**src/rtl/ifc_pkg.sv**
```systemverilog
package ifc_pkg;

  typedef enum logic [1:0] {
    MODE_REAL = 2'b00,
    MODE_PROT = 2'b01,
    MODE_V86  = 2'b10,
    MODE_ALT  = 2'b11
  } cpu_mode_e;

  typedef enum logic [1:0] {
    ACT_IF    = 2'b00,
    ACT_VIF   = 2'b01,
    ACT_FAULT = 2'b10
  } flag_act_e;

  typedef struct packed {
    flag_act_e act;
    logic      val;
  } flag_dec_t;

endpackage

```
**src/rtl/ifc_decode.sv**
```systemverilog
module ifc_decode
  import ifc_pkg::*;
#(
  parameter int PRIV_W = 2
) (
  input  logic              op_set_i,
  input  logic [1:0]        mode_i,
  input  logic [PRIV_W-1:0] cpl_i,
  input  logic [PRIV_W-1:0] iopl_i,
  input  logic              vme_en_i,
  input  logic              pvi_en_i,
  input  logic              vip_i,
  input  logic              if_cur_i,
  output flag_dec_t         dec_o,
  output logic              virt_pm_o,
  output logic              enable_edge_o
);

  localparam logic [PRIV_W-1:0] PRIV_TOP = {PRIV_W{1'b1}};

  function automatic logic priv_allows(input logic [PRIV_W-1:0] cpl,
                                       input logic [PRIV_W-1:0] iopl);
    return !(cpl > iopl);
  endfunction

  function automatic logic pm_virtual(input logic pvi,
                                      input logic [PRIV_W-1:0] cpl,
                                      input logic [PRIV_W-1:0] iopl);
    return pvi && (cpl == PRIV_TOP) && (iopl < PRIV_TOP);
  endfunction

  function automatic flag_act_e virt_target(input logic is_set,
                                            input logic pending);
    return (is_set && pending) ? ACT_FAULT : ACT_VIF;
  endfunction

  cpu_mode_e mode_w;
  flag_act_e act_w;
  logic      virt_pm_w;

  assign mode_w    = cpu_mode_e'(mode_i);
  assign virt_pm_w = (mode_w == MODE_PROT) && pm_virtual(pvi_en_i, cpl_i, iopl_i);

  always_comb begin
    act_w = ACT_IF;
    unique case (mode_w)
      MODE_PROT: begin
        if (virt_pm_w) begin
          act_w = virt_target(op_set_i, vip_i);
        end else if (priv_allows(cpl_i, iopl_i)) begin
          act_w = ACT_IF;
        end else begin
          act_w = ACT_FAULT;
        end
      end
      MODE_V86: begin
        if (iopl_i == PRIV_TOP) begin
          act_w = ACT_IF;
        end else if (!vme_en_i) begin
          act_w = ACT_FAULT;
        end else begin
          act_w = virt_target(op_set_i, vip_i);
        end
      end
      default: act_w = ACT_IF;
    endcase
  end

  assign dec_o.act     = act_w;
  assign dec_o.val     = op_set_i;
  assign virt_pm_o     = virt_pm_w;
  assign enable_edge_o = (act_w == ACT_IF) && op_set_i && !if_cur_i;

endmodule

```
**src/rtl/ifc_flag_regs.sv**
```systemverilog
module ifc_flag_regs
  import ifc_pkg::*;
(
  input  logic      clk,
  input  logic      rst_n,
  input  logic      apply_i,
  input  flag_dec_t dec_i,
  output logic      if_q_o,
  output logic      vif_q_o,
  output logic      fault_q_o
);

  logic if_q, vif_q, fault_q;

  always_ff @(posedge clk) begin
    if (!rst_n) begin
      if_q    <= 1'b0;
      vif_q   <= 1'b0;
      fault_q <= 1'b0;
    end else begin
      fault_q <= apply_i && (dec_i.act == ACT_FAULT);
      if (apply_i && dec_i.act == ACT_IF)  if_q  <= dec_i.val;
      if (apply_i && dec_i.act == ACT_VIF) vif_q <= dec_i.val;
    end
  end

  assign if_q_o    = if_q;
  assign vif_q_o   = vif_q;
  assign fault_q_o = fault_q;

endmodule

```
**src/rtl/ifc_inhibit.sv**
```systemverilog
module ifc_inhibit (
  input  logic clk,
  input  logic rst_n,
  input  logic trigger_i,
  input  logic retire_i,
  output logic inhibit_o,
  output logic async_o
);

  logic inh_q, evt_q;

  always_ff @(posedge clk) begin
    if (!rst_n) begin
      inh_q <= 1'b0;
      evt_q <= 1'b0;
    end else begin
      evt_q <= trigger_i;
      if (trigger_i)     inh_q <= 1'b1;
      else if (retire_i) inh_q <= 1'b0;
    end
  end

  assign inhibit_o = inh_q;
  assign async_o   = evt_q;

endmodule

```
**src/rtl/intflag_arbiter.sv**
```systemverilog
module intflag_arbiter
  import ifc_pkg::*;
#(
  parameter int PRIV_W = 2
) (
  input  logic              clk,
  input  logic              rst_n,
  input  logic              instr_valid_i,
  input  logic              op_set_i,
  input  logic [1:0]        mode_i,
  input  logic [PRIV_W-1:0] cpl_i,
  input  logic [PRIV_W-1:0] iopl_i,
  input  logic              vme_en_i,
  input  logic              pvi_en_i,
  input  logic              vip_i,
  input  logic              retire_i,
  output logic              if_o,
  output logic              vif_o,
  output logic              fault_o,
  output logic              inhibit_o,
  output logic              async_evt_o
);

  flag_dec_t dec_w;
  logic      virt_pm_w;
  logic      edge_w;
  logic      trig_w;
  logic      if_w;

  ifc_decode #(.PRIV_W(PRIV_W)) decode_i (
    .op_set_i      (op_set_i),
    .mode_i        (mode_i),
    .cpl_i         (cpl_i),
    .iopl_i        (iopl_i),
    .vme_en_i      (vme_en_i),
    .pvi_en_i      (pvi_en_i),
    .vip_i         (vip_i),
    .if_cur_i      (if_w),
    .dec_o         (dec_w),
    .virt_pm_o     (virt_pm_w),
    .enable_edge_o (edge_w)
  );

  assign trig_w = instr_valid_i && edge_w;

  ifc_flag_regs flags_i (
    .clk       (clk),
    .rst_n     (rst_n),
    .apply_i   (instr_valid_i),
    .dec_i     (dec_w),
    .if_q_o    (if_w),
    .vif_q_o   (vif_o),
    .fault_q_o (fault_o)
  );

  ifc_inhibit inhibit_i (
    .clk       (clk),
    .rst_n     (rst_n),
    .trigger_i (trig_w),
    .retire_i  (retire_i),
    .inhibit_o (inhibit_o),
    .async_o   (async_evt_o)
  );

  assign if_o = if_w;

endmodule

```
**config.mk**
```make
export PLATFORM = sky130hd
export DESIGN_NAME = intflag_arbiter
export DESIGN_NICKNAME = d
export VERILOG_FILES = /design/src/rtl/ifc_pkg.sv /design/src/rtl/ifc_decode.sv /design/src/rtl/ifc_flag_regs.sv /design/src/rtl/ifc_inhibit.sv /design/src/rtl/intflag_arbiter.sv
export SDC_FILE = /design/constraint.sdc
export NUM_CORES = 1
export LEC_CHECK = 0
export BUFFER_PORTS_ARGS = -buffer_cell sky130_fd_sc_hd__buf_4
export CORE_AREA = 2 2 39 41
export DETAILED_ROUTE_END_ITERATION = 7
export DIE_AREA = 0 0 41 43
export PLACE_DENSITY_LB_ADDON = 0.3
export SYNTH_ARGS = -nofsm -noshare
export SYNTH_HDL_FRONTEND = slang
export SYNTH_SLANG_ARGS = --single-unit
```
**constraint.sdc**
```tcl
create_clock -name clk -period 3.6 [get_ports clk]
set_input_delay 0.18 -clock clk [delete_from_list [all_inputs] [get_ports clk]]
set_output_delay 0.18 -clock clk [all_outputs]
set_load 0.1 [all_outputs]
```
Word-level counts from Yosys, hierarchy flattened
Cells that the tools add are included.
- logic and storage cells: 34
- input port bits: 14
- register bits: 5
- reduce and logical (&&, ||, !) cells: 13
- mux-type cells: 8
- $lt $le $gt $ge: 2
- eq/ne operators: 6
- operators by type and width (operator ; number):
    $logic_and 1x1->1 ; 10
    $mux 2 ; 5
    $eq 2x2->1 const B ; 4
    $eq 2x1->1 const B ; 2
    $pmux 2 s2 ; 1
    $gt 2x2->1 ; 1
    $logic_not 2->1 ; 1
    $lt 2x2->1 const B ; 1
    $mux 1 ; 2
    $reduce_bool 2->1 ; 1
    $logic_not 1->1 ; 1

Longest topological paths before layout
- word-level depth: 11
- depth in mapped cells: 7
- gate-level depth less buffers: 7

Cells and area by module
From an unflattened synthesis, not the netlist that was laid out.
- cells, all modules: 46
- area total of the unflattened synthesis: 406.6 um^2
- modules (own cells, without submodules) (module ; cells an instance ; area each (um^2) ; sequential area each (um^2) ; times used):
    ifc_decode ; 29 ; 210.2 ; 0.0 ; 1
    ifc_flag_regs ; 11 ; 122.6 ; 60.1 ; 1
    ifc_inhibit ; 5 ; 67.6 ; 40.0 ; 1
    intflag_arbiter ; 1 ; 6.3 ; 0.0 ; 1

Least setup slack after synthesis
OpenSTA, ideal clock, no wires.
- path kind: reg2reg
- from: register, netlist name flags_i.if_q_o
- to: register flags_i.if_q (netlist: flags_i.if_q_o)
- cell stages (with the launch flop): 4
- library setup time: 82 ps
- buffers on the path: 0
- arrival: 1531 ps
- period minus slack after synthesis: 1613 ps
- setup slack: 1987 ps
- cell sequence: dfxtp_1 inv_1 a2111o_1 o2111ai_1
- RTL lines (element ; RTL line ; text):
    to (signal assigned) ; ifc_flag_regs.sv:22 ; if (apply_i && dec_i.act == ACT_IF) if_q <= dec_i.val;
    to (decl) ; ifc_flag_regs.sv:13 ; logic if_q, vif_q, fault_q;

Worst setup path after layout
- from: input iopl_i[1]
- to: register flags_i.vif_q (netlist: flags_i.vif_q_o)
- word-level cells in the longest chain between the ends: 7
- ends and longest elaborated chain (element ; RTL line ; text):
    from (decl) ; intflag_arbiter.sv:12 ; input logic [PRIV_W-1:0] iopl_i,
    $lt 2x2->1 ; ifc_decode.sv:29 ; return pvi && (cpl == PRIV_TOP) && (iopl < PRIV_TOP);
    $logic_and 1x1->1 ; ifc_decode.sv:29 ;
    $logic_and 1x1->1 ; ifc_decode.sv:42 ; assign virt_pm_w = (mode_w == MODE_PROT) && pm_virtual(pvi_en_i, cpl_i, iopl_i);
    $mux 2 ; ifc_decode.sv:48 ; if (virt_pm_w) begin
    $pmux 2 s2 * ; ifc_decode.sv:46 ; unique case (mode_w)
    $eq 2x1->1 * ; ifc_flag_regs.sv:23 ; if (apply_i && dec_i.act == ACT_VIF) vif_q <= dec_i.val;
    $logic_and 1x1->1 * ; ifc_flag_regs.sv:23 ;
    to (signal assigned) ; ifc_flag_regs.sv:23 ;
    to (decl) ; ifc_flag_regs.sv:13 ;
Mark *: on every way between the ends. The rest lies on a longest branch, timed or not.
A chain may end at the register's enable or synchronous reset.

==> flow_metrics.env <==
export IMPL_status="finished clean"
export IMPL_nets=90
export IMPL_io_pins=19
export IMPL_synth_distinct_cells=23
export IMPL_crit_buf_inv=2
export IMPL_fill_cells=150
export IMPL_start_util_pct=27.8
export IMPL_tns_ps=0
export IMPL_place_ws_ps=1820
export IMPL_finalWirelength_um=897
export IMPL_yosysTopAreaCell="dfxtp_1"
export IMPL_power_density_mw_per_mm2=335
export IMPL_r2r_setup_slack_ps=2620
export IMPL_setup_ws_ps=2090
export IMPL_portBuffers=18
export IMPL_critPathTopFamily="simple AND/OR/NAND/NOR gates"
export IMPL_seq_area_um2=100
export IMPL_gp_congestion=0.802
export IMPL_irDropWorstVdd_v=0.000178
export IMPL_ant_nets=0
export IMPL_grt_pass1_wl_um=1570
export IMPL_startpoint="iopl_i[1]"
export IMPL_setup_violations=0
export IMPL_reg2regPathDepth=3
export IMPL_clockBufferDepth=2
export IMPL_firstDrtPassIters=4
export IMPL_holdWs_ps=212
export IMPL_worst_path_max_delay_cell="or4_1"
export IMPL_path_cells="buf_4 > inv_1 > ha_1 > nor2b_1 > o211ai_1 > a21oi_1 > or4_1 > a21oi_1"
export IMPL_die_w_um=41
export IMPL_min_period_over_period_pct=42.1
export IMPL_drv_cap=0
export IMPL_slowest_delay_ps=510
export IMPL_yosysWarningCount=0
export IMPL_synth_area_per_cell_um2=7.84
export IMPL_h_tree_depth=1
export IMPL_multi_input_area_um2=254
export IMPL_synth_most_common_cell="inv_1"
export IMPL_grt_overflow_total=0
export IMPL_r2r_end="flags_i.if_q_o"
export IMPL_async_flop_share_pct=0
export IMPL_path_max_fanout=4
export IMPL_final_cell_area_um2=566
export IMPL_rows=14
export IMPL_insertion_delay_ps=240
export IMPL_drv_slew=0
export IMPL_path_common_cell="a21oi_1"
export IMPL_drive_gt1_share_pct=35.2
export IMPL_slew_headroom_pct=80.4
export IMPL_r2r_start="flags_i.if_q_o"
export IMPL_endpoint="flags_i.vif_q_o"
export IMPL_antenna_found_initial=0
export IMPL_critPathKind="in -> reg"
export IMPL_clock_skew_ps=2.52
export IMPL_worstPathRequired_ps=3780
export IMPL_hp_class="in -> reg"
export IMPL_cts_sinks=5
export IMPL_via_per_inst=4.95
export IMPL_rsz0062_at_grt="false"
export IMPL_ys_top_cells_by_count="inv_1, a21oi_1, dfxtp_1, nand2_1, ha_1"
export IMPL_p_total_uw=189
export IMPL_synth_top_area_share_pct=26.1
export IMPL_hold_buffers=0
export IMPL_antenna_cells=0
export IMPL_synth_edff_count=0
export IMPL_cts_root_buf="clkbuf_4"
export IMPL_dp_hpwl_um=742
export IMPL_grt_max_degree=7
export IMPL_worstSetupEndpointType="register"
export IMPL_synth_fp_nets=67
export IMPL_cts_buffers=3
export IMPL_synth_ff_type="dfxtp_1"
export IMPL_max_freq_mhz=660
export IMPL_post_dp_cell_area_um2=539
export IMPL_crit_path_start_kind="input port"
export IMPL_coreArea_mm2=0.00138
export IMPL_cts_tree="done"
export IMPL_leakagePower_uw=0.000272
export IMPL_route_detailed_drc=0
export IMPL_syn_instance_count=49
export IMPL_tightest_slew_ps=293
export IMPL_grt_pass1_vias=404
export IMPL_worstSetupPathDepth=8
export IMPL_ys_ff_latch=5
export IMPL_area_growth_syn_to_layout_pct=47.2
export IMPL_yosysSeqAreaShare_pct=26.1
export IMPL_cts_setup_buffers=0
export IMPL_hold_viol_final=0
export IMPL_synth_area_leaders="dfxtp_1, ha_1, inv_1"
export IMPL_cts_resized=0
export IMPL_track_usage_pct=12.8
export IMPL_routedWlPerCell_um=10.3
export IMPL_fp_dieH_um=43
export IMPL_fin_crit_ps=1510
export IMPL_worstPathArrival_ps=1690
export IMPL_dr_first_iter_drc_count=10
export IMPL_netlist_area_um2=384
export IMPL_path_clk_slew_ps=40
export IMPL_vias=431
export IMPL_die_area_mm2=0.00176
[layout by cell type (no fill, tap or decap), types with 2 or more instances in the layout]
master and instances:
nand4_1 3, ha_1 4, a21oi_1 5, buf_4 18
clkbuf_4 3, a31oi_1 2, nor2_1 2, dfxtp_1 5
nand2_1 5, inv_1 8
[worst min-delay path by stage]
stage / start / to / slack, ps / cells after the start
after floorplan: rst_n / inhibit_i.inhibit_o / 320 / 2
after global placement: retire_i / inhibit_i.inhibit_o / 460 / 3
after detailed placement: retire_i / inhibit_i.inhibit_o / 460 / 3
after CTS: retire_i / inhibit_i.inhibit_o / 210 / 3
after global routing: rst_n / flags_i.fault_q_o / 230 / 2
final: retire_i / inhibit_i.inhibit_o / 210 / 3
[routing by layer]
| metal | global-route usage (%) | routed length [um] |
|---|---|---|
| met1 | 15.5 | 416 |
| met2 | 20.0 | 451 |
| met3 | 6.28 | 30 |
| met4 | 2.00 | 0 |
| met5 | 0 | 0 |
[registers in the layout, summed over array words and instances, names as in the netlist]
signal and cells:
flags_i.fault_q_o 1, flags_i.if_q_o 1, flags_i.vif_q_o 1, inhibit_i.async_o 1, inhibit_i.inhibit_o 1
[metrics by stage]
step / std cells / utilization [%]
2_1_floorplan: 49 / -
4_1_cts: 87 / 40.9
6_report: 87 / 40.9
5_1_grt: 87 / 40.9
3_3_place_gp: 83 / 39.0
3_5_place_dp: 83 / 39.0
[layout make-up]
| type | count | area share [%] |
|---|---|---|
| multi-input combinational | 36 | 44.9 |
| timing repair buffer | 18 | 23.9 |
| clock buffer | 4 | 4.65 |
| inverter | 8 | 5.31 |
| tap | 16 | 3.54 |
| sequential | 5 | 17.7 |
[cell families (layout without fill, tap and decap cells)]
logic type / count (synthesis) / in the layout / synth area share [%]
flops: 5 / 5 / 26.1
simple gates: 16 / 16 / 22.2
buf+inv: 8 / 30 / 7.82
fa+ha+maj: 4 / 4 / 13.0
compound gates: 16 / 16 / 30.9
[worst register-to-register path, stage by stage (launching register included)]
cell,delay (ps)
dfxtp_1,380
inv_1,60
a2111o_1,380
o2111ai_1,90
[power breakdown]
group	internal, uW	switching [uW]
Sequential	58.7	2.07
Clock	41.8	22.1
Combinational	22.8	41.8
Note: power is estimated with default switching activity, not from simulation.
